## src/rtl/mdio_mgmt_pkg.sv

```systemverilog
package mdio_mgmt_pkg;
    typedef enum logic [2:0] {
        ST_IDLE,
        ST_PRE,
        ST_HDR,
        ST_TA,
        ST_DATA
    } mgmt_st_e;

    localparam logic [1:0] OP_READ  = 2'b10;
    localparam logic [1:0] A_CMD    = 2'd0;
    localparam logic [1:0] A_EVT    = 2'd1;
    localparam logic [1:0] A_MASK   = 2'd2;
    localparam logic [1:0] A_CTRL   = 2'd3;
    localparam int         EVT_BIT  = 23;
    localparam int         HDR_BITS = 14;
    localparam int         TA_BITS  = 2;
    localparam int         DAT_BITS = 16;
endpackage

```

## src/rtl/mdio_clk_div.sv

```systemverilog
module mdio_clk_div #(
    parameter int DIV_W = 6
) (
    input  logic             clk,
    input  logic             rst_n,
    input  logic             run,
    input  logic [DIV_W-1:0] div,
    output logic             mdc,
    output logic             tick_rise,
    output logic             tick_fall
);
    logic [DIV_W-1:0] div_lat;
    logic [DIV_W:0]   cnt_q;
    logic [DIV_W:0]   lim;
    logic             at_lim;

    // half period is 2*div system clocks
    assign lim    = {div_lat, 1'b0} - (DIV_W+1)'(1);
    assign at_lim = run && (cnt_q == lim);
    assign tick_rise = at_lim && !mdc;
    assign tick_fall = at_lim && mdc;

    always_ff @(posedge clk or negedge rst_n) begin
        if (!rst_n) begin
            cnt_q   <= '0;
            mdc     <= 1'b0;
            div_lat <= '0;
        end else if (!run) begin
            cnt_q   <= '0;
            mdc     <= 1'b0;
            div_lat <= div;
        end else if (at_lim) begin
            cnt_q <= '0;
            mdc   <= !mdc;
        end else begin
            cnt_q <= cnt_q + 1'b1;
        end
    end
endmodule

```

## src/rtl/mdio_frame_fsm.sv

```systemverilog
module mdio_frame_fsm
    import mdio_mgmt_pkg::*;
#(
    parameter int PRE_LEN = 32
) (
    input  logic        clk,
    input  logic        rst_n,
    input  logic        start,
    input  logic [31:0] cmd,
    input  logic        tick_rise,
    input  logic        tick_fall,
    input  logic        mdio_in,
    output mgmt_st_e    state_q,
    output logic        run,
    output logic        mdio_o,
    output logic        mdio_oe,
    output logic        done,
    output logic [15:0] rd_word
);
    localparam int CNT_W = $clog2((PRE_LEN > DAT_BITS) ? PRE_LEN : DAT_BITS);

    mgmt_st_e         nxt;
    logic [CNT_W-1:0] cnt_q;
    logic [31:0]      sh_q;
    logic             rd_q;

    always_comb begin
        nxt = state_q;
        unique case (state_q)
            ST_IDLE: if (start) nxt = ST_PRE;
            ST_PRE:  if (tick_fall && cnt_q == CNT_W'(PRE_LEN-1))  nxt = ST_HDR;
            ST_HDR:  if (tick_fall && cnt_q == CNT_W'(HDR_BITS-1)) nxt = ST_TA;
            ST_TA:   if (tick_fall && cnt_q == CNT_W'(TA_BITS-1))  nxt = ST_DATA;
            ST_DATA: if (tick_fall && cnt_q == CNT_W'(DAT_BITS-1)) nxt = ST_IDLE;
            default: nxt = ST_IDLE;
        endcase
    end

    always_ff @(posedge clk or negedge rst_n) begin
        if (!rst_n) state_q <= ST_IDLE;
        else        state_q <= nxt;
    end

    always_ff @(posedge clk or negedge rst_n) begin
        if (!rst_n) begin
            cnt_q   <= '0;
            sh_q    <= '0;
            rd_q    <= 1'b0;
            rd_word <= '0;
        end else begin
            if (state_q == ST_IDLE && start) begin
                cnt_q <= '0;
                sh_q  <= cmd;
                rd_q  <= (cmd[29:28] == OP_READ);
            end else if (tick_fall) begin
                cnt_q <= (nxt != state_q) ? '0 : cnt_q + 1'b1;
                if (state_q != ST_PRE) sh_q <= {sh_q[30:0], 1'b0};
            end
            if (tick_rise && state_q == ST_DATA && rd_q)
                rd_word <= {rd_word[14:0], mdio_in};
        end
    end

    always_comb begin
        run    = (state_q != ST_IDLE);
        done   = tick_fall && (state_q == ST_DATA) && (cnt_q == CNT_W'(DAT_BITS-1));
        mdio_o = 1'b1;
        mdio_oe = 1'b0;
        unique case (state_q)
            ST_IDLE: begin mdio_o = 1'b1;     mdio_oe = 1'b0; end
            ST_PRE:  begin mdio_o = 1'b1;     mdio_oe = 1'b1; end
            ST_HDR:  begin mdio_o = sh_q[31]; mdio_oe = 1'b1; end
            ST_TA:   begin mdio_o = sh_q[31]; mdio_oe = !(rd_q && cnt_q == CNT_W'(1)); end
            ST_DATA: begin mdio_o = sh_q[31]; mdio_oe = !rd_q; end
            default: begin mdio_o = 1'b1;     mdio_oe = 1'b0; end
        endcase
    end
endmodule

```

## src/rtl/mdio_mgmt_ctrl.sv

```systemverilog
module mdio_mgmt_ctrl
    import mdio_mgmt_pkg::*;
#(
    parameter int PRE_LEN = 32,
    parameter int DIV_W   = 6
) (
    input  logic        clk,
    input  logic        rst_n,
    input  logic        reg_wr,
    input  logic [1:0]  reg_addr,
    input  logic [31:0] reg_wdata,
    output logic [31:0] reg_rdata,
    output logic        mdc,
    output logic        mdio_out,
    output logic        mdio_oe,
    input  logic        mdio_in,
    output logic        busy,
    output logic        irq
);
    logic [31:0]      cmd_q;
    logic             evt_q;
    logic             mask_q;
    logic             mode_en_q;
    logic [DIV_W-1:0] div_q;
    logic             start;
    logic             run;
    logic             done;
    logic             tick_rise;
    logic             tick_fall;
    logic [15:0]      rd_word;
    mgmt_st_e         fsm_state;

    assign start = reg_wr && (reg_addr == A_CMD) && mode_en_q && (div_q != '0) && !busy;
    assign busy  = run;
    assign irq   = evt_q && mask_q;

    mdio_clk_div #(.DIV_W(DIV_W)) u_div (
        .clk(clk), .rst_n(rst_n), .run(run), .div(div_q),
        .mdc(mdc), .tick_rise(tick_rise), .tick_fall(tick_fall)
    );

    mdio_frame_fsm #(.PRE_LEN(PRE_LEN)) u_fsm (
        .clk(clk), .rst_n(rst_n), .start(start), .cmd(reg_wdata),
        .tick_rise(tick_rise), .tick_fall(tick_fall), .mdio_in(mdio_in),
        .state_q(fsm_state), .run(run), .mdio_o(mdio_out), .mdio_oe(mdio_oe),
        .done(done), .rd_word(rd_word)
    );

    always_ff @(posedge clk or negedge rst_n) begin
        if (!rst_n) begin
            cmd_q     <= '0;
            evt_q     <= 1'b0;
            mask_q    <= 1'b0;
            mode_en_q <= 1'b0;
            div_q     <= '0;
        end else begin
            if (start)
                cmd_q <= reg_wdata;
            else if (done && cmd_q[29:28] == OP_READ)
                cmd_q[15:0] <= rd_word;

            if (done)
                evt_q <= 1'b1;
            else if (reg_wr && reg_addr == A_EVT && reg_wdata[EVT_BIT])
                evt_q <= 1'b0;

            if (reg_wr && reg_addr == A_MASK)
                mask_q <= reg_wdata[EVT_BIT];

            if (reg_wr && reg_addr == A_CTRL) begin
                mode_en_q <= reg_wdata[0];
                div_q     <= reg_wdata[DIV_W:1];
            end
        end
    end

    always_comb begin
        reg_rdata = '0;
        unique case (reg_addr)
            A_CMD:  reg_rdata = cmd_q;
            A_EVT:  reg_rdata[EVT_BIT] = evt_q;
            A_MASK: reg_rdata[EVT_BIT] = mask_q;
            A_CTRL: begin
                reg_rdata[0]       = mode_en_q;
                reg_rdata[DIV_W:1] = div_q;
            end
            default: reg_rdata = '0;
        endcase
    end
endmodule

```

## config.mk

```make
export PLATFORM = sky130hd
export DESIGN_NAME = mdio_mgmt_ctrl
export DESIGN_NICKNAME = d
export VERILOG_FILES = /design/src/rtl/mdio_mgmt_pkg.sv /design/src/rtl/mdio_clk_div.sv /design/src/rtl/mdio_frame_fsm.sv /design/src/rtl/mdio_mgmt_ctrl.sv
export SDC_FILE = /design/constraint.sdc
export NUM_CORES = 1
export LEC_CHECK = 0
export ABC_AREA = 1
export BUFFER_PORTS_ARGS = -buffer_cell sky130_fd_sc_hd__buf_2
export CORE_MARGIN = 4
export CORE_UTILIZATION = 40
export DETAILED_ROUTE_END_ITERATION = 12
export GPL_ROUTABILITY_DRIVEN = 0
export PLACE_DENSITY_LB_ADDON = 0.08
export SLEW_MARGIN = 20
export SYNTH_ARGS = -nofsm -noshare
export SYNTH_HDL_FRONTEND = slang
export SYNTH_SLANG_ARGS = --single-unit
```

## constraint.sdc

```tcl
create_clock -name clk -period 1.87 [get_ports clk]
set_input_delay 0.2805 -clock clk [delete_from_list [all_inputs] [get_ports clk]]
set_output_delay 0.2805 -clock clk [all_outputs]
set_load 0.01 [all_outputs]
```

### Word-level counts from Yosys, hierarchy flattened

Index checks and enable logic that the tools add are counted.

| operators by class | value |
|---|---|
| $add $sub $neg | 3 |
| equal/unequal tests | 17 |
| muxes and demuxes | 26 |
| reductions and logical operators | 38 |

Operator list:

| operator | count |
|---|---|
| $mux 32 | 3 |
| $mux 16 | 3 |
| $logic_and 1x1->1 | 23 |
| $mux 3 | 5 |
| $mux 5 | 3 |
| $pmux 3 s5 | 1 |
| $mux 7 | 2 |
| $pmux 7 s2 | 1 |
| $eq 5x4->1 const B | 2 |
| $eq 2x2->1 const B | 4 |
| $mux 8 | 1 |
| $reduce_bool 2->1 | 4 |
| $add 7x1->7 const B | 1 |
| $eq 7x7->1 | 1 |
| $sub 7x1->7 const B | 1 |
| $eq 3x2->1 const B | 2 |
| $pmux 1 s3 | 2 |
| $reduce_bool 6->1 | 1 |
| $add 5x1->5 const B | 1 |
| $eq 5x1->1 const B | 1 |
| $eq 5x5->1 const B | 1 |
| $mux 1 | 5 |
| $logic_not 1->1 | 4 |
| $eq 3x1->1 const B | 1 |
| 11 further kinds | 11 |

| word-level totals | value |
|---|---|
| flip-flop bits (word level) | 112 |
| bits of input ports | 38 |
| output and inout bits | 37 |
| logic and storage cells | 98 |

### Longest topological paths before layout

Gate-level depths: netlist of the first run.

| logic depth | value |
|---|---|
| depth in word-level cells | 11 |
| depth in mapped cells | 17 |
| gate-level depth less buffers | 17 |

### Cells and area by module

Synthesis of the first run repeated with hierarchy kept, for this count alone.

| unflattened totals | value |
|---|---|
| cell total of the unflattened synthesis | 783 |
| area, all modules | 5926.9 µm² |

By module, submodules not included:

| module | instances | cells an instance | area each (µm²) | seq. area each (µm²) |
|---|---|---|---|---|
| mdio_frame_fsm | 1 | 327 | 2687.6 | 1426.4 |
| mdio_mgmt_ctrl | 1 | 335 | 2359.8 | 1026.0 |
| mdio_clk_div | 1 | 121 | 879.6 | 350.3 |

### Least setup slack after synthesis of the first run

No wires, ideal clock.

| timing path | value |
|---|---|
| path type | register -> register |
| start | reg u_div.div_lat[0] |
| end | reg u_fsm.rd_word[10] |
| setup time | 0.125 ns |
| data arrival time | 1.937 ns |
| path slack | -0.192 ns |
| cell stages (with the launch flop) | 11 |
| cell sequence | dfrtp_1 -> inv_1 -> ha_1 -> xor2_1 -> nand2_1 -> nor2_2 -> nand3_2 -> nor2_4 -> nand4_4 -> buf_6 -> mux2_4 |

| between the ends | value |
|---|---|
| longest elaborated chain between the ends | 6 |

RTL lines:

| element | line | text |
|---|---|---|
| start, declared | mdio_clk_div.sv:12 | `logic [DIV_W-1:0] div_lat;` |
| start signal, assigned | mdio_clk_div.sv:31 | `div_lat <= div;` |
| $sub 7x1->7 | mdio_clk_div.sv:18 | `assign lim = {div_lat, 1'b0} - (DIV_W+1)'(1);` |
| $eq 7x7->1 | mdio_clk_div.sv:19 | `assign at_lim = run && (cnt_q == lim);` |
| $logic_and 1x1->1 | mdio_clk_div.sv:19 |  |
| $logic_and 1x1->1 | mdio_clk_div.sv:20 | `assign tick_rise = at_lim && !mdc;` |
| $logic_and 1x1->1 (2 in series) | mdio_frame_fsm.sv:59 | `if (tick_rise && state_q == ST_DATA && rd_q)` |
| end signal, assigned | mdio_frame_fsm.sv:60 | `rd_word <= {rd_word[14:0], mdio_in};` |
| end, declared | mdio_frame_fsm.sv:18 | `output logic [15:0] rd_word` |

Every way passes these cells.
A chain may end at the register's enable or synchronous reset.

### Worst setup path after layout of the first run

| timing path | value |
|---|---|
| start | reg u_div.div_lat[1] |
| end | reg u_fsm.cnt_q[4] |

| between the ends | value |
|---|---|
| longest elaborated chain between the ends | 11 |

RTL lines:

| element | line | text |
|---|---|---|
| $sub 7x1->7 (*) | mdio_clk_div.sv:18 |  |
| $eq 7x7->1 (*) | mdio_clk_div.sv:19 |  |
| $logic_and 1x1->1 (*) | mdio_clk_div.sv:19 |  |
| $logic_and 1x1->1 (*) | mdio_clk_div.sv:21 | `assign tick_fall = at_lim && mdc;` |
| $logic_and 1x1->1, on equally long branches | n/a |  |
| $mux 3, on equally long branches | n/a |  |
| $pmux 3 s5 | mdio_frame_fsm.sv:29 | `unique case (state_q)` |
| $ne 3x3->1 | mdio_frame_fsm.sv:56 | `cnt_q <= (nxt != state_q) ? '0 : cnt_q + 1'b1;` |
| $mux 5 | mdio_frame_fsm.sv:56 |  |
| $mux 5 | mdio_frame_fsm.sv:55 | `end else if (tick_fall) begin` |
| $mux 5 | mdio_frame_fsm.sv:51 | `if (state_q == ST_IDLE && start) begin` |
| end signal, assigned | mdio_frame_fsm.sv:56 |  |
| end, declared | mdio_frame_fsm.sv:23 | `logic [CNT_W-1:0] cnt_q;` |

Mark *: on every way between the ends. The rest lies on a longest branch, timed or not. The select of a mux whose other input is x is not followed.

==> report_table.html, run 1 <==
<table>
<tr><th>Metric</th><th>Value</th></tr>
<tr><th colspan="2">Routing</th></tr>
<tr><td>Number of remaining DRC errors</td><td>0</td></tr>
<tr><td>Average detailed-routed wire length per instance</td><td>14.7 µm</td></tr>
<tr><td>Topmost layer with routed signal wires</td><td>met4</td></tr>
<tr><td>Met2 routed WL</td><td>7170 µm</td></tr>
<tr><td>Count of TritonRoute iterations in the first routing pass</td><td>5</td></tr>
<tr><td>Wl on met1</td><td>6440 µm</td></tr>
<tr><td>Met3 wire len</td><td>641 µm</td></tr>
<tr><td>Total wire length after detailed routing</td><td>14400 µm</td></tr>
<tr><td>Routed via count divided by cell count</td><td>4.94</td></tr>
<tr><td>DR vias</td><td>4817</td></tr>
<tr><td>Post-route ant nets</td><td>0</td></tr>
<tr><td>Number of violations reported at the end of detailed-routing iteration 0</td><td>375</td></tr>
<tr><th colspan="2">Yosys</th></tr>
<tr><td>Leading cell types by total area after synthesis</td><td>sky130_fd_sc_hd__dfrtp_1 (50%), sky130_fd_sc_hd__nand2_1 (16%), sky130_fd_sc_hd__nand3_1 (4.9%)</td></tr>
<tr><td>Count of synthesis-stage warnings from yosys</td><td>0</td></tr>
<tr><td>Count of state elements after synthesis</td><td>112</td></tr>
<tr><td>Asr flop ratio synth</td><td>100%</td></tr>
<tr><td>Post-synth EDFFs</td><td>0</td></tr>
<tr><td>Yosys top cell by area</td><td>sky130_fd_sc_hd__dfrtp_1</td></tr>
<tr><td>Synthesized Nets</td><td>719</td></tr>
<tr><td>Fraction of post-synthesis cell area in the top cell type by area</td><td>50.3%</td></tr>
<tr><td>Sequential cell area fraction in the yosys report</td><td>50.3%</td></tr>
<tr><td>Most frequent cell after synthesis</td><td>sky130_fd_sc_hd__nand2_1</td></tr>
<tr><td>Post-Synthesis Cell Area</td><td>5570 µm²</td></tr>
<tr><td>Top FF cell, synth</td><td>sky130_fd_sc_hd__dfrtp_1</td></tr>
<tr><td>Mux cell area share after synthesis</td><td>5.12%</td></tr>
<tr><td>Gate count of the mapped netlist</td><td>670</td></tr>
<tr><td>Fraction of the mapped netlist area in compound gates</td><td>6.26%</td></tr>
<tr><td>Adder-cell area share of the yosys netlist</td><td>2.47%</td></tr>
<tr><td>Unique cell type count in the Yosys netlist</td><td>37</td></tr>
<tr><td>Synth Area in XOR/XNOR</td><td>0.943%</td></tr>
<tr><td>Simple-gate share of the synthesized area</td><td>27.7%</td></tr>
<tr><td>Combinational family with the most area after synthesis</td><td>simple AND/OR/NAND/NOR gates</td></tr>
<tr><td>Post-synth top cells</td><td>sky130_fd_sc_hd__nand2_1 (234), sky130_fd_sc_hd__dfrtp_1 (112), sky130_fd_sc_hd__nor2_1 (60), sky130_fd_sc_hd__inv_1 (59), sky130_fd_sc_hd__nand3_1 (55)</td></tr>
<tr><td>Mean Syn Cell Area</td><td>8.32 µm²</td></tr>
<tr><th colspan="2">Pwr</th></tr>
<tr><td>Sequential share of power</td><td>54.0%</td></tr>
<tr><td>Fraction of power consumed by combinational cells</td><td>5.4%</td></tr>
<tr><td>P_sw</td><td>0.00108 W</td></tr>
<tr><td>Worst voltage drop across the vdd grid</td><td>499 µV</td></tr>
<tr><td>Fraction of power spent switching nets</td><td>23.5%</td></tr>
<tr><td>Clock Power Share</td><td>40.6%</td></tr>
<tr><td>P_int</td><td>0.00351 W</td></tr>
<tr><td>Power density relative to cell area</td><td>640 nW/µm²</td></tr>
<tr><td>Standby leakage power</td><td>3.92 nW</td></tr>
<tr><th colspan="2">Critical path</th></tr>
<tr><td>Maximum cell stage delay along the critical path</td><td>0.37 ns</td></tr>
<tr><td>Critical Path Start Type</td><td>flop</td></tr>
<tr><td>Cell-by-cell trace of the critical path</td><td>inv_2, ha_4, xor2_1, nand2_1, clkinv_2, nand2_2, nor2_4, nand4_4, inv_2, buf_4, nand3_1, a21oi_2, nor2_4, nand3_1, nand2_1</td></tr>
<tr><td>Launch instance of the worst register-to-register path</td><td>u_div.div_lat[1]$_DFFE_PN0P_</td></tr>
<tr><td>Required time worst endpoint</td><td>2.11 ns</td></tr>
<tr><td>Reg2Reg Depth</td><td>15</td></tr>
<tr><td>Slowest CP cell</td><td>sky130_fd_sc_hd__dfrtp_1</td></tr>
<tr><td>Reg2Reg Capture Point</td><td>u_fsm.cnt_q[4]$_DFFE_PN0P_</td></tr>
<tr><td>Arrival time reported for the critical path endpoint</td><td>2.38 ns</td></tr>
<tr><td>Crit. Startpoint</td><td>u_div.div_lat[1]$_DFFE_PN0P_</td></tr>
<tr><td>Classification of the worst setup path</td><td>reg2reg</td></tr>
<tr><td>CP max FO</td><td>3</td></tr>
<tr><td>R2R Setup Slk</td><td>-0.27 ns</td></tr>
<tr><td>Worst setup endpoint</td><td>u_fsm.cnt_q[4]$_DFFE_PN0P_</td></tr>
<tr><td>Kind of end point of the critical path</td><td>flop</td></tr>
<tr><th colspan="2">Timing</th></tr>
<tr><td>Skew final</td><td>0.00792 ns</td></tr>
<tr><td>Final-report hold violation count</td><td>0</td></tr>
<tr><td>Actual slew at the worst max-slew pin</td><td>0.467 ns</td></tr>
<tr><td>Setup repair after global routing missed its margin</td><td>true</td></tr>
<tr><td>Relative slew margins</td><td>68.9%</td></tr>
<tr><td>Post-route clock period utilization</td><td>115%</td></tr>
<tr><td>Setup TNS after final layout</td><td>-15.19 ns</td></tr>
<tr><td>Achievable frequency</td><td>467 MHz</td></tr>
<tr><td>Final-report max-slew violation count</td><td>0</td></tr>
<tr><td>Final worst slack</td><td>-0.271 ns</td></tr>
<tr><td>Number of endpoints failing setup at the final stage</td><td>73</td></tr>
<tr><td>Final period demand of the worst path</td><td>2.14 ns</td></tr>
<tr><th colspan="2">Floorplan</th></tr>
<tr><td>Floorplan die height</td><td>126 µm</td></tr>
<tr><td>Core box area</td><td>13500 µm²</td></tr>
<tr><td>Number of ports placed on the die boundary</td><td>75</td></tr>
<tr><td>Die footprint</td><td>15900 µm²</td></tr>
<tr><td>Std-Cell Rows</td><td>42</td></tr>
<tr><td>Die X-Extent</td><td>126 µm</td></tr>
<tr><td>Starting density of the core</td><td>41.4%</td></tr>
<tr><th colspan="2">Global routing</th></tr>
<tr><td>Number of global-route vias before repair</td><td>4791</td></tr>
<tr><td>Largest net degree at the start of global routing</td><td>45</td></tr>
<tr><td>First-pass GRT wire length</td><td>24000 µm</td></tr>
<tr><td>Number of antenna violations at the first check in global routing</td><td>0</td></tr>
<tr><td>GRT overflow</td><td>0</td></tr>
<tr><td>Overall track demand over capacity in global routing</td><td>18.4%</td></tr>
<tr><th colspan="2">Clock network</th></tr>
<tr><td>Clock Latency Late Sink</td><td>0.35 ns</td></tr>
<tr><td>Sinks on the clock net</td><td>112</td></tr>
<tr><td>Buffer depth of the longest clock path</td><td>2</td></tr>
<tr><td>Root buffer selected by CTS</td><td>sky130_fd_sc_hd__clkbuf_16</td></tr>
<tr><td>Clock tree from TritonCTS</td><td>done</td></tr>
<tr><td>Count of H-tree levels built during CTS</td><td>3</td></tr>
<tr><td>Num CTS Buffers</td><td>9</td></tr>
<tr><td>Post-CTS clock slew at the launch and capture registers of the worst setup and hold paths</td><td>0.07 ns</td></tr>
<tr><th colspan="2">Finish</th></tr>
<tr><td>Ant diodes</td><td>0</td></tr>
<tr><td>Final-layout fill cell count</td><td>1297</td></tr>
<tr><td>Net count of the finished layout</td><td>845</td></tr>
<tr><td>Share of cells above drive strength 1</td><td>29.9%</td></tr>
<tr><td>Util after Layout</td><td>53.3%</td></tr>
<tr><td>Area added between synthesis and finish</td><td>28.6%</td></tr>
<tr><td>Post-route design area</td><td>7170 µm²</td></tr>
<tr><th colspan="2">Job</th></tr>
<tr><td>Max-cap check violation count</td><td>0</td></tr>
<tr><th colspan="2">Run status</th></tr>
<tr><td>Violations in the final reports</td><td>setup timing</td></tr>
<tr><td>Outcome</td><td>complete, but fails checks</td></tr>
<tr><th colspan="2">Placement</th></tr>
<tr><td>Cell area reported after detailed placement</td><td>6530 µm²</td></tr>
<tr><td>DP Wirelength</td><td>10200 µm</td></tr>
<tr><td>Number of buffers inserted by port buffering</td><td>74</td></tr>
<tr><th colspan="2">Hold path</th></tr>
<tr><td>Path class of the lowest-slack min-delay path</td><td>in2reg</td></tr>
</table>
-- worst max-delay path, delay by kind of cell, from the launching register on --
kind                     cells  cell delay [ns]
adder cells (fa/ha/maj)      1             0.26
XOR/XNOR                     1             0.15
AND/OR/NAND/NOR              8             0.71
flip-flops                   1             0.37
AO/OA/AOI/OAI                1             0.22
buffers and inverters        4             0.32
-- state kept, by name, summed over array words and instances, names as in the netlist, 3 cells and up --
register,flops
cmd_q,32
u_fsm.sh_q,32
u_fsm.rd_word,16
u_div.cnt_q,7
div_q,6
u_div.div_lat,6
u_fsm.cnt_q,5
u_fsm.state_q,3
-- how the worst min path moves through the flow --
stage             startpoint                     to  slack [ns]  cells past startpoint
2_1_floorplan          rst_n   cmd_q[0]$_DFFE_PN0P_       -0.02                      0
3_3_place_gp           rst_n     mask_q$_DFFE_PN0P_        0.26                      1
3_5_place_dp           rst_n     mask_q$_DFFE_PN0P_        0.26                      1
4_1_cts        reg_wdata[16]  cmd_q[16]$_DFFE_PN0P_        0.14                      3
5_1_grt        reg_wdata[27]  cmd_q[27]$_DFFE_PN0P_        0.14                      3
6_report       reg_wdata[16]  cmd_q[16]$_DFFE_PN0P_        0.15                      3
-- final cells by class --
type / count / area (µm²) / area share (%)
clock buffers: 10 / 239 / 3.33
inverters: 67 / 255 / 3.56
repair buffers: 141 / 1050 / 14.6
clock inverters: 5 / 38.8 / 0.541
well taps: 176 / 220 / 3.07
flip-flops and latches: 112 / 2800 / 39.1
multi-input cells: 465 / 2560 / 35.7
-- cell usage in the layout (no fill, tap or decap), types with 2 or more instances in the layout --
cell type and n:
sky130_fd_sc_hd__nand2_1 218, sky130_fd_sc_hd__dfrtp_1 111, sky130_fd_sc_hd__buf_2 72, sky130_fd_sc_hd__nor2_1 57
sky130_fd_sc_hd__inv_1 52, sky130_fd_sc_hd__nand3_1 50, sky130_fd_sc_hd__buf_4 50, sky130_fd_sc_hd__a31oi_1 31
sky130_fd_sc_hd__nand2_2 15, sky130_fd_sc_hd__inv_2 13, sky130_fd_sc_hd__mux2_2 12, sky130_fd_sc_hd__a21oi_1 10
sky130_fd_sc_hd__mux2_4 10, sky130_fd_sc_hd__clkbuf_16 10, sky130_fd_sc_hd__buf_12 10, sky130_fd_sc_hd__o21ai_0 9
sky130_fd_sc_hd__ha_1 9, sky130_fd_sc_hd__buf_6 7, sky130_fd_sc_hd__nand3_2 6, sky130_fd_sc_hd__nor2_2 4
sky130_fd_sc_hd__nor2_4 4, sky130_fd_sc_hd__xor2_1 4, sky130_fd_sc_hd__nand4_1 4, sky130_fd_sc_hd__nand2_4 3
sky130_fd_sc_hd__clkinv_2 3, sky130_fd_sc_hd__a21oi_2 2, sky130_fd_sc_hd__nor3_4 2, sky130_fd_sc_hd__nand4_4 2
sky130_fd_sc_hd__xnor2_1 2, sky130_fd_sc_hd__ha_4 2, sky130_fd_sc_hd__inv_6 2
-- per-layer routing --
metal / global-route usage (%) / vias up
met5: 0 / -
met4: 3.22 / 0
met3: 4.06 / 7
met2: 31.0 / 106
met1: 24.9 / 2323
li1: - / 2381
-- cells by family after synthesis --
group	count (synthesis)
DFF	112
AOI/OAI and AO/OA	59
muxes	22
and+or+nand+nor	367
buffers and inverters	93
adders and majority gates	11
xor gates and xnor gates	6
-- through the flow --
| step | std cells | setup slack [ns] | hold WS, ns | total power, W |
|---|---|---|---|---|
| after floorplan | 670 | -0.150 | -0.0151 | 0.00260 |
| after global placement | 943 | -0.232 | 0.264 | 0.00277 |
| after detailed placement | 943 | -0.283 | 0.264 | 0.00278 |
| after CTS | 972 | -0.216 | 0.138 | 0.00466 |
| after global routing | 976 | -0.404 | 0.143 | 0.00479 |
| final | 976 | -0.271 | 0.148 | 0.00459 |
-- power by group through the flow --
stage | logic [W] | registers [W] | clock network (W)
2_1_floorplan | 0.0000762 | 0.00252 | 0
3_5_place_dp | 0.000253 | 0.00252 | 0
6_report | 0.000249 | 0.00248 | 0.00186
4_1_cts | 0.000256 | 0.00248 | 0.00193
5_1_grt | 0.000284 | 0.00248 | 0.00202
3_3_place_gp | 0.000248 | 0.00252 | 0
-- timing repair --
action | in CTS | in global routing
hold buffers | 1 | 0
buffers inserted | 13 | 3
pin swaps | 9 | 8
cloned | 0 | 1
endpoints found under the hold margin | 28 | 0
setup endpoints to repair | 73 | 89
gates resized for setup | 24 | 32
(Power assumes the default switching activity.)
==> run 2: changes to the inputs <==
ABC_AREA = default   (was 1)
SETUP_SLACK_MARGIN = 0.4   (was default)
==> run 2 against run 1 <==
  * The run still ends with setup timing left
  * Register-to-register slack worse by 0.04 ns
  * Sequential share of layout area fell by 6.3 points
  * Final area grew 19%
  * Die area is 5.8% higher
  * Fmax fell by 1.6%
  * Sequential power about the same
  * Clock power up 5%
  * Worst hold slack worse by 0.0080 ns
  * Highest routed layer unchanged
==> report_table.html, run 2 <==
<table>
<tr><th>Metric</th><th>Value</th></tr>
<tr><th colspan="2">Yosys</th></tr>
<tr><td>Count of synthesis-stage warnings from yosys</td><td>0 (unchanged)</td></tr>
<tr><td>Yosys top cell by area</td><td>sky130_fd_sc_hd__dfrtp_1 (unchanged)</td></tr>
<tr><td>Post-synth top cells</td><td>sky130_fd_sc_hd__dfrtp_1 (112), sky130_fd_sc_hd__nand2_1 (79), sky130_fd_sc_hd__nand2b_1 (35), sky130_fd_sc_hd__o221a_1 (30), sky130_fd_sc_hd__and2_1 (26) (was sky130_fd_sc_hd__nand2_1 (234), sky130_fd_sc_hd__dfrtp_1 (112), sky130_fd_sc_hd__nor2_1 (60), sky130_fd_sc_hd__inv_1 (59), sky130_fd_sc_hd__nand3_1 (55))</td></tr>
<tr><td>Post-synth EDFFs</td><td>0 (unchanged)</td></tr>
<tr><td>Post-Synthesis Cell Area</td><td>5920 µm² (was 5570 µm²)</td></tr>
<tr><td>Leading cell types by total area after synthesis</td><td>sky130_fd_sc_hd__dfrtp_1 (47%), sky130_fd_sc_hd__o221a_1 (5.7%), sky130_fd_sc_hd__nand2_1 (5.0%) (was sky130_fd_sc_hd__dfrtp_1 (50%), sky130_fd_sc_hd__nand2_1 (16%), sky130_fd_sc_hd__nand3_1 (4.9%))</td></tr>
<tr><td>Fraction of post-synthesis cell area in the top cell type by area</td><td>47.3% (was 50.3%)</td></tr>
<tr><td>Synthesized Nets</td><td>610 (was 719)</td></tr>
<tr><td>Unique cell type count in the Yosys netlist</td><td>68 (was 37)</td></tr>
<tr><td>Mean Syn Cell Area</td><td>10.6 µm² (was 8.32 µm²)</td></tr>
<tr><td>Top FF cell, synth</td><td>sky130_fd_sc_hd__dfrtp_1 (unchanged)</td></tr>
<tr><td>Most frequent cell after synthesis</td><td>sky130_fd_sc_hd__dfrtp_1 (was sky130_fd_sc_hd__nand2_1)</td></tr>
<tr><td>Sequential cell area fraction in the yosys report</td><td>47.3% (was 50.3%)</td></tr>
<tr><td>Asr flop ratio synth</td><td>100% (unchanged)</td></tr>
<tr><td>Gate count of the mapped netlist</td><td>561 (was 670)</td></tr>
<tr><td>Count of state elements after synthesis</td><td>112 (unchanged)</td></tr>
<tr><th colspan="2">Routing</th></tr>
<tr><td>Total wire length after detailed routing</td><td>16700 µm (was 14400 µm)</td></tr>
<tr><td>DR vias</td><td>4989 (was 4817)</td></tr>
<tr><td>Post-route ant nets</td><td>0 (unchanged)</td></tr>
<tr><td>Number of violations reported at the end of detailed-routing iteration 0</td><td>281 (was 375)</td></tr>
<tr><td>Average detailed-routed wire length per instance</td><td>18.4 µm (was 14.7 µm)</td></tr>
<tr><td>Number of remaining DRC errors</td><td>0 (unchanged)</td></tr>
<tr><td>Count of TritonRoute iterations in the first routing pass</td><td>5 (unchanged)</td></tr>
<tr><td>Routed via count divided by cell count</td><td>5.48 (was 4.94)</td></tr>
<tr><th colspan="2">Placement</th></tr>
<tr><td>DP Wirelength</td><td>10900 µm (was 10200 µm)</td></tr>
<tr><td>Cell area reported after detailed placement</td><td>7000 µm² (was 6530 µm²)</td></tr>
<tr><td>Pre-CTS WS</td><td>-0.273 ns (was -0.283 ns)</td></tr>
<tr><td>Number of buffers inserted by port buffering</td><td>74 (unchanged)</td></tr>
<tr><th colspan="2">Pwr</th></tr>
<tr><td>Power density relative to cell area</td><td>565 nW/µm² (was 640 nW/µm²)</td></tr>
<tr><td>Worst voltage drop across the vdd grid</td><td>415 µV (was 499 µV)</td></tr>
<tr><td>Standby leakage power</td><td>3.88 nW (was 3.92 nW)</td></tr>
<tr><td>Overall power after layout</td><td>0.00483 W (was 0.00459 W)</td></tr>
<tr><th colspan="2">Floorplan</th></tr>
<tr><td>Std-Cell Rows</td><td>44 (was 42)</td></tr>
<tr><td>Number of ports placed on the die boundary</td><td>75 (unchanged)</td></tr>
<tr><td>Starting density of the core</td><td>40.7% (was 41.4%)</td></tr>
<tr><td>Core box area</td><td>14500 µm² (was 13500 µm²)</td></tr>
<tr><td>Floorplan die height</td><td>130 µm (was 126 µm)</td></tr>
<tr><td>Die footprint</td><td>16800 µm² (was 15900 µm²)</td></tr>
<tr><td>Die X-Extent</td><td>130 µm (was 126 µm)</td></tr>
<tr><th colspan="2">Finish</th></tr>
<tr><td>Net count of the finished layout</td><td>770 (was 845)</td></tr>
<tr><td>Most common cell after layout, fill and taps aside</td><td>sky130_fd_sc_hd__dfrtp_1 (was sky130_fd_sc_hd__nand2_1)</td></tr>
<tr><td>Final-layout fill cell count</td><td>1255 (was 1297)</td></tr>
<tr><td>Area added between synthesis and finish</td><td>44.5% (was 28.6%)</td></tr>
<tr><td>Ant diodes</td><td>0 (unchanged)</td></tr>
<tr><td>FF/Latch Area</td><td>2810 µm² (was 2800 µm²)</td></tr>
<tr><td>Share of cells above drive strength 1</td><td>48.2% (was 29.9%)</td></tr>
<tr><td>Most frequent cells in the layout</td><td>sky130_fd_sc_hd__dfrtp_1 (109), sky130_fd_sc_hd__buf_2 (62), sky130_fd_sc_hd__buf_4 (62), sky130_fd_sc_hd__nand2_1 (49), sky130_fd_sc_hd__nand2b_1 (35) (was sky130_fd_sc_hd__nand2_1 (218), sky130_fd_sc_hd__dfrtp_1 (111), sky130_fd_sc_hd__buf_2 (72), sky130_fd_sc_hd__nor2_1 (57), sky130_fd_sc_hd__inv_1 (52))</td></tr>
<tr><td>Util after Layout</td><td>58.9% (was 53.3%)</td></tr>
<tr><td>Top flop regs</td><td>cmd_q x32, u_fsm.sh_q x32, u_fsm.rd_word x16 (unchanged)</td></tr>
<tr><td>Post-route design area</td><td>8560 µm² (was 7170 µm²)</td></tr>
<tr><td>Area used by multi-input combinational logic</td><td>3470 µm² (was 2560 µm²)</td></tr>
<tr><th colspan="2">Global routing</th></tr>
<tr><td>Overall track demand over capacity in global routing</td><td>19.8% (was 18.4%)</td></tr>
<tr><td>GRT overflow</td><td>0 (unchanged)</td></tr>
<tr><td>Number of antenna violations at the first check in global routing</td><td>0 (unchanged)</td></tr>
<tr><td>First-pass GRT wire length</td><td>26300 µm (was 24000 µm)</td></tr>
<tr><td>Number of global-route vias before repair</td><td>5015 (was 4791)</td></tr>
<tr><td>Largest net degree at the start of global routing</td><td>41 (was 45)</td></tr>
<tr><th colspan="2">Critical path</th></tr>
<tr><td>Arrival time reported for the critical path endpoint</td><td>2.46 ns (was 2.38 ns)</td></tr>
<tr><td>Family with the most delay on the worst path</td><td>compound AO/OA/AOI/OAI gates (was simple AND/OR/NAND/NOR gates)</td></tr>
<tr><td>Kind of end point of the critical path</td><td>flop (unchanged)</td></tr>
<tr><td>Critical Path Start Type</td><td>flop (unchanged)</td></tr>
<tr><td>Most common cell on crit path</td><td>sky130_fd_sc_hd__buf_4</td></tr>
<tr><td>Required time worst endpoint</td><td>2.15 ns (was 2.11 ns)</td></tr>
<tr><td>CP max FO</td><td>4 (was 3)</td></tr>
<tr><td>Classification of the worst setup path</td><td>reg2reg (unchanged)</td></tr>
<tr><td>Cell-by-cell trace of the critical path</td><td>buf_4, buf_6, ha_4, and3_4, ha_4, buf_4, a21oi_2, a21oi_2, buf_4, o41ai_2, nand4_1, o21ai_1 (was inv_2, ha_4, xor2_1, nand2_1, clkinv_2, nand2_2, nor2_4, nand4_4, inv_2, buf_4, nand3_1, a21oi_2, nor2_4, nand3_1, nand2_1)</td></tr>
<tr><td>Maximum cell stage delay along the critical path</td><td>0.39 ns (was 0.37 ns)</td></tr>
<tr><td>Slowest CP cell</td><td>sky130_fd_sc_hd__dfrtp_1 (unchanged)</td></tr>
<tr><td>Critical path buffer and inverter count</td><td>4 (unchanged)</td></tr>
<tr><th colspan="2">Timing</th></tr>
<tr><td>Actual slew at the worst max-slew pin</td><td>0.426 ns (was 0.467 ns)</td></tr>
<tr><td>Post-route clock period utilization</td><td>116% (was 115%)</td></tr>
<tr><td>Final-report hold violation count</td><td>0 (unchanged)</td></tr>
<tr><td>Final-report max-slew violation count</td><td>0 (unchanged)</td></tr>
<tr><td>Final worst slack</td><td>-0.307 ns (was -0.271 ns)</td></tr>
<tr><td>Relative slew margins</td><td>71.5% (was 68.9%)</td></tr>
<tr><td>Achievable frequency</td><td>459 MHz (was 467 MHz)</td></tr>
<tr><td>Setup repair after global routing missed its margin</td><td>true (unchanged)</td></tr>
<tr><td>Skew final</td><td>0.0135 ns (was 0.00792 ns)</td></tr>
<tr><td>Number of endpoints failing setup at the final stage</td><td>83 (was 73)</td></tr>
<tr><td>Final period demand of the worst path</td><td>2.18 ns (was 2.14 ns)</td></tr>
<tr><td>Final hold slack</td><td>0.140 ns (was 0.148 ns)</td></tr>
<tr><th colspan="2">Clock network</th></tr>
<tr><td>Clock Latency Late Sink</td><td>0.36 ns (was 0.35 ns)</td></tr>
<tr><td>Root buffer selected by CTS</td><td>sky130_fd_sc_hd__clkbuf_16 (unchanged)</td></tr>
<tr><td>Sinks on the clock net</td><td>112 (unchanged)</td></tr>
<tr><td>Count of H-tree levels built during CTS</td><td>3 (unchanged)</td></tr>
<tr><td>Num CTS Buffers</td><td>9 (unchanged)</td></tr>
<tr><td>Clock tree from TritonCTS</td><td>done (unchanged)</td></tr>
<tr><td>Post-CTS clock slew at the launch and capture registers of the worst setup and hold paths</td><td>0.08 ns (was 0.07 ns)</td></tr>
<tr><td>Buffer depth of the longest clock path</td><td>2 (unchanged)</td></tr>
<tr><th colspan="2">Run status</th></tr>
<tr><td>Outcome</td><td>complete, but fails checks (unchanged)</td></tr>
<tr><td>Violations in the final reports</td><td>setup timing (unchanged)</td></tr>
<tr><th colspan="2">Hold path</th></tr>
<tr><td>Path class of the lowest-slack min-delay path</td><td>in2reg (unchanged)</td></tr>
<tr><th colspan="2">Job</th></tr>
<tr><td>Max-cap check violation count</td><td>0 (unchanged)</td></tr>
</table>
[run 2: worst reg2reg max path, stage by stage (launching register included)]
cell	delay, ns
sky130_fd_sc_hd__dfrtp_1	0.39
sky130_fd_sc_hd__buf_4	0.14
sky130_fd_sc_hd__buf_6	0.11
sky130_fd_sc_hd__ha_4	0.15
sky130_fd_sc_hd__and3_4	0.19
sky130_fd_sc_hd__ha_4	0.16
sky130_fd_sc_hd__buf_4	0.14
sky130_fd_sc_hd__a21oi_2	0.13
sky130_fd_sc_hd__a21oi_2	0.08
sky130_fd_sc_hd__buf_4	0.16
sky130_fd_sc_hd__o41ai_2	0.26
sky130_fd_sc_hd__nand4_1	0.10
sky130_fd_sc_hd__o21ai_1	0.10
[run 2: timing repair]
action,4_1_cts,5_1_grt
hold buffers,1,0
endpoints found under the setup margin,133,132
pin swaps,35,54
buffers inserted,21,17
gates cloned,3,4
resized for setup,132,73
hold endpoints to repair,16,0
[run 2: layout make-up]
type | instances | share of cell area, %
flip-flops and latches | 112 | 32.8
well taps | 184 | 2.69
multi-input cells | 401 | 40.5
inverters | 12 | 0.673
repair buffers | 185 | 19.8
clock buffers | 9 | 2.63
clock inverters | 7 | 0.892
[run 2: path summary, 6_finish.rpt]
path                                       startpoint                          to  slack (ns)  depth (start not counted)
max in group asynchronous                       rst_n        div_q[4]$_DFFE_PN0P_        0.88                          3
max reg2reg                u_fsm.cnt_q[1]$_DFFE_PN0P_  u_fsm.cnt_q[2]$_DFFE_PN0P_       -0.31                         12
max                        u_fsm.cnt_q[1]$_DFFE_PN0P_  u_fsm.cnt_q[2]$_DFFE_PN0P_       -0.31                         12
min                                     reg_wdata[27]       cmd_q[27]$_DFFE_PN0P_        0.14                          3
min reg2reg                     cmd_q[26]$_DFFE_PN0P_       cmd_q[26]$_DFFE_PN0P_        0.48                          2
min in group asynchronous                       rst_n       cmd_q[26]$_DFFE_PN0P_        0.36                          2
[run 2: stage by stage]
step	std cells	TNS (ns)
after floorplan	561	-8.29
after global placement	848	-12.73
after detailed placement	848	-15.59
after CTS	889	-12.52
after global routing	910	-25.45
final	910	-16.46
[run 2: logic make-up after synthesis]
group / after synthesis / share of synthesized area [%]
compound gates: 127 / 17.9
xor+xnor: 13 / 1.92
flops: 112 / 47.3
buf+inv: 48 / 4.06
mux: 27 / 5.71
simple gates: 223 / 20.8
fa+ha+maj: 11 / 2.32
[run 2: report_power, final]
part           switching [W]  internal (W)
logic               0.000193      0.000193
clock network        0.00100      0.000946
registers          0.0000417       0.00246
[run 2: layer usage]
metal	vias to the layer above	global-route usage, %	part of all wire, %
li1	2345	-	-
met1	2513	29.1	48
met2	116	30.1	46
met3	15	3.34	4.3
met4	0	5.81	1.4
met5	-	0	0
==> run 3: changes to the inputs <==
TNS_END_PERCENT = 10   (was default)
==> run 3 against run 2 <==
  * The run still ends with setup timing left
  * Sequential power hardly changed
  * Count of clock-buffer cells in the layout unchanged
  * Via count fell by 5.0%
  * Wire length shrank 5.6%
  * Die area unchanged
  * Sequential cell count did not move
  * Clock power is 3% lower
  * Final area is 7.9% lower
  * Utilization is 4.7 points lower
  * Critical path type is now reg2out
  * Highest routed layer unchanged
==> report_table.html, run 3 (synthesis gave the netlist of run 2 again) <==
<table>
<tr><th>Metric</th><th>Value</th></tr>
<tr><th colspan="2">Critical path</th></tr>
<tr><td>Family with the most delay on the worst path</td><td>flip-flops (was compound AO/OA/AOI/OAI gates)</td></tr>
<tr><td>Classification of the worst setup path</td><td>reg2out (was reg2reg)</td></tr>
<tr><td>Critical path buffer and inverter count</td><td>3 (was 4)</td></tr>
<tr><td>Slowest CP cell</td><td>sky130_fd_sc_hd__dfrtp_1 (unchanged)</td></tr>
<tr><td>Required time worst endpoint</td><td>1.59 ns (was 2.15 ns)</td></tr>
<tr><td>Critical Path Start Type</td><td>flop (unchanged)</td></tr>
<tr><td>Reg2Reg Depth</td><td>10 (was 12)</td></tr>
<tr><td>R2R Setup Slk</td><td>-0.26 ns (was -0.31 ns)</td></tr>
<tr><td>Maximum cell stage delay along the critical path</td><td>0.43 ns (was 0.39 ns)</td></tr>
<tr><td>Arrival time reported for the critical path endpoint</td><td>1.89 ns (was 2.46 ns)</td></tr>
<tr><td>CP max FO</td><td>4 (unchanged)</td></tr>
<tr><td>Kind of end point of the critical path</td><td>output port (was flop)</td></tr>
<tr><td>Launch instance of the worst register-to-register path</td><td>u_fsm.cnt_q[0]$_DFFE_PN0P_ (was u_fsm.cnt_q[1]$_DFFE_PN0P_)</td></tr>
<tr><td>Reg2Reg Capture Point</td><td>cmd_q[14]$_DFFE_PN0P_ (was u_fsm.cnt_q[2]$_DFFE_PN0P_)</td></tr>
<tr><td>Cell-by-cell trace of the critical path</td><td>inv_2, ha_4, nor4b_4, buf_4, and2_4, nand2_1, mux2i_1, o22ai_1, buf_2 (was buf_4, buf_6, ha_4, and3_4, ha_4, buf_4, a21oi_2, a21oi_2, buf_4, o41ai_2, nand4_1, o21ai_1)</td></tr>
<tr><th colspan="2">Routing</th></tr>
<tr><td>Average detailed-routed wire length per instance</td><td>18.0 µm (was 18.4 µm)</td></tr>
<tr><td>Count of TritonRoute iterations in the first routing pass</td><td>4 (was 5)</td></tr>
<tr><td>Total wire length after detailed routing</td><td>15800 µm (was 16700 µm)</td></tr>
<tr><td>Post-route ant nets</td><td>0 (unchanged)</td></tr>
<tr><td>Routed via count divided by cell count</td><td>5.40 (was 5.48)</td></tr>
<tr><td>Number of violations reported at the end of detailed-routing iteration 0</td><td>319 (was 281)</td></tr>
<tr><td>DR vias</td><td>4739 (was 4989)</td></tr>
<tr><td>Number of remaining DRC errors</td><td>0 (unchanged)</td></tr>
<tr><th colspan="2">Timing</th></tr>
<tr><td>Final-report max-slew violation count</td><td>0 (unchanged)</td></tr>
<tr><td>Post-route clock period utilization</td><td>116% (about the same)</td></tr>
<tr><td>Skew final</td><td>0.00861 ns (was 0.0135 ns)</td></tr>
<tr><td>Achievable frequency</td><td>461 MHz (was 459 MHz)</td></tr>
<tr><td>Final period demand of the worst path</td><td>2.17 ns (was 2.18 ns)</td></tr>
<tr><td>Number of endpoints failing setup at the final stage</td><td>75 (was 83)</td></tr>
<tr><td>Final worst slack</td><td>-0.297 ns (was -0.307 ns)</td></tr>
<tr><td>Setup repair after global routing missed its margin</td><td>true (unchanged)</td></tr>
<tr><td>Final-report hold violation count</td><td>0 (unchanged)</td></tr>
<tr><td>Relative slew margins</td><td>62.9% (was 71.5%)</td></tr>
<tr><td>Actual slew at the worst max-slew pin</td><td>0.556 ns (was 0.426 ns)</td></tr>
<tr><th colspan="2">Job</th></tr>
<tr><td>Max-cap check violation count</td><td>0 (unchanged)</td></tr>
<tr><th colspan="2">Hold path</th></tr>
<tr><td>Path class of the lowest-slack min-delay path</td><td>in2reg (unchanged)</td></tr>
<tr><td>Worst Hold Endpoint</td><td>cmd_q[22]$_DFFE_PN0P_ (was cmd_q[27]$_DFFE_PN0P_)</td></tr>
<tr><td>Worst Hold Path Cells</td><td>3 (unchanged)</td></tr>
<tr><td>Beginning of the worst hold path</td><td>reg_wdata[22] (was reg_wdata[27])</td></tr>
<tr><th colspan="2">Finish</th></tr>
<tr><td>Net count of the finished layout</td><td>738 (was 770)</td></tr>
<tr><td>Share of cells above drive strength 1</td><td>41.8% (was 48.2%)</td></tr>
<tr><td>Util after Layout</td><td>54.2% (was 58.9%)</td></tr>
<tr><td>Area added between synthesis and finish</td><td>33.1% (was 44.5%)</td></tr>
<tr><td>Top flop regs</td><td>cmd_q x32, u_fsm.sh_q x32, u_fsm.rd_word x16 (unchanged)</td></tr>
<tr><td>Ant diodes</td><td>0 (unchanged)</td></tr>
<tr><td>Most common cell after layout, fill and taps aside</td><td>sky130_fd_sc_hd__dfrtp_1 (unchanged)</td></tr>
<tr><td>Most frequent cells in the layout</td><td>sky130_fd_sc_hd__dfrtp_1 (109), sky130_fd_sc_hd__buf_2 (70), sky130_fd_sc_hd__nand2_1 (57), sky130_fd_sc_hd__buf_4 (54), sky130_fd_sc_hd__nand2b_1 (35) (was sky130_fd_sc_hd__dfrtp_1 (109), sky130_fd_sc_hd__buf_2 (62), sky130_fd_sc_hd__buf_4 (62), sky130_fd_sc_hd__nand2_1 (49), sky130_fd_sc_hd__nand2b_1 (35))</td></tr>
<tr><th colspan="2">Global routing</th></tr>
<tr><td>Overall track demand over capacity in global routing</td><td>19.2% (was 19.8%)</td></tr>
<tr><td>Number of global-route vias before repair</td><td>4771 (was 5015)</td></tr>
<tr><td>First-pass GRT wire length</td><td>25300 µm (was 26300 µm)</td></tr>
<tr><td>GRT overflow</td><td>0 (unchanged)</td></tr>
<tr><td>Largest net degree at the start of global routing</td><td>41 (unchanged)</td></tr>
<tr><td>Number of antenna violations at the first check in global routing</td><td>0 (unchanged)</td></tr>
<tr><th colspan="2">Clock network</th></tr>
<tr><td>Count of H-tree levels built during CTS</td><td>3 (unchanged)</td></tr>
<tr><td>Clock tree from TritonCTS</td><td>done (unchanged)</td></tr>
<tr><td>Buffer depth of the longest clock path</td><td>2 (unchanged)</td></tr>
<tr><td>Sinks on the clock net</td><td>112 (unchanged)</td></tr>
<tr><td>Clock Latency Late Sink</td><td>0.36 ns (about the same)</td></tr>
<tr><td>Num CTS Buffers</td><td>9 (unchanged)</td></tr>
<tr><td>Post-CTS clock slew at the launch and capture registers of the worst setup and hold paths</td><td>0.08 ns (about the same)</td></tr>
<tr><td>Root buffer selected by CTS</td><td>sky130_fd_sc_hd__clkbuf_16 (unchanged)</td></tr>
<tr><th colspan="2">Pwr</th></tr>
<tr><td>Power density relative to cell area</td><td>600 nW/µm² (was 565 nW/µm²)</td></tr>
<tr><td>Standby leakage power</td><td>3.62 nW (was 3.88 nW)</td></tr>
<tr><td>Overall power after layout</td><td>0.00473 W (was 0.00483 W)</td></tr>
<tr><td>Worst voltage drop across the vdd grid</td><td>490 µV (was 415 µV)</td></tr>
<tr><th colspan="2">Floorplan</th></tr>
<tr><td>Starting density of the core</td><td>40.7% (unchanged)</td></tr>
<tr><td>Die footprint</td><td>16800 µm² (unchanged)</td></tr>
<tr><td>Number of ports placed on the die boundary</td><td>75 (unchanged)</td></tr>
<tr><td>Die X-Extent</td><td>130 µm (unchanged)</td></tr>
<tr><td>Floorplan die height</td><td>130 µm (unchanged)</td></tr>
<tr><td>Std-Cell Rows</td><td>44 (unchanged)</td></tr>
<tr><td>Core box area</td><td>14500 µm² (unchanged)</td></tr>
<tr><th colspan="2">Run status</th></tr>
<tr><td>Violations in the final reports</td><td>setup timing (unchanged)</td></tr>
<tr><td>Outcome</td><td>complete, but fails checks (unchanged)</td></tr>
<tr><th colspan="2">Placement</th></tr>
<tr><td>DP Wirelength</td><td>10900 µm (about the same)</td></tr>
<tr><td>Number of buffers inserted by port buffering</td><td>74 (unchanged)</td></tr>
</table>
-- run 3: what timing repair did --
action / 4_1_cts / 5_1_grt
pin swaps: 27 / 54
endpoints found under the hold margin: 37 / 0
buffers inserted: 4 / 4
gates cloned: 1 / 1
endpoints found under the setup margin: 133 / 109
resized for setup: 78 / 64
hold buffers: 1 / 0
-- run 3: power breakdown --
group,switching [W],internal (W),leakage (nW)
registers,0.0000384,0.00246,1.43
logic,0.000186,0.000160,2.06
clock network,0.000957,0.000929,0.136
-- run 3: stage by stage --
stage,instances,hold WS (ns),TNS (ns),area [µm²],setup WS [ns]
after CTS,873,0.108,-12.49,7610,-0.300
after floorplan,561,-0.0151,-9.54,5950,-0.212
after detailed placement,851,0.312,-14.81,6970,-0.256
after global routing,878,0.129,-22.84,7880,-0.454
after global placement,851,0.306,-12.26,6970,-0.261
final,878,0.129,-14.53,7880,-0.297
-- run 3: worst min-delay path: stages --
cell	delay (ns)
sky130_fd_sc_hd__buf_2	0.09
sky130_fd_sc_hd__nand2_2	0.04
sky130_fd_sc_hd__nand2_1	0.04
-- run 3: worst max-delay path by stage --
| stage | startpoint | endpoint | slack [ns] | cells past startpoint |
|---|---|---|---|---|
| after floorplan | u_div.div_lat[0]$_DFFE_PN0P_ | u_fsm.rd_word[10]$_DFFE_PN0P_ | -0.21 | 7 |
| after global placement | u_div.div_lat[0]$_DFFE_PN0P_ | u_fsm.cnt_q[3]$_DFFE_PN0P_ | -0.26 | 8 |
| after detailed placement | u_div.div_lat[0]$_DFFE_PN0P_ | u_fsm.cnt_q[3]$_DFFE_PN0P_ | -0.26 | 8 |
| after CTS | u_fsm.cnt_q[1]$_DFFE_PN0P_ | mdio_oe | -0.30 | 9 |
| after global routing | u_fsm.cnt_q[1]$_DFFE_PN0P_ | mdio_oe | -0.45 | 9 |
| final | u_fsm.cnt_q[1]$_DFFE_PN0P_ | mdio_oe | -0.30 | 9 |
-- run 3: routing by layer --
metal  track usage (%)  vias up  wire, µm
met4              4.52        0       150
met3              3.79       12       718
met1              27.4     2339      7490
met5                 0        -         0
li1                  -     2289         -
met2              30.1       99      7420
-- run 3: final cells by class --
type                       instances  area, µm²
sequential                       112       2810
multi-input combinational        401       3270
inverter                          12       55.1
clock buffer                       9        225
fill                            1295       6660
timing repair buffer             153       1230
tap                              184        230
clock inverter                     7       62.6
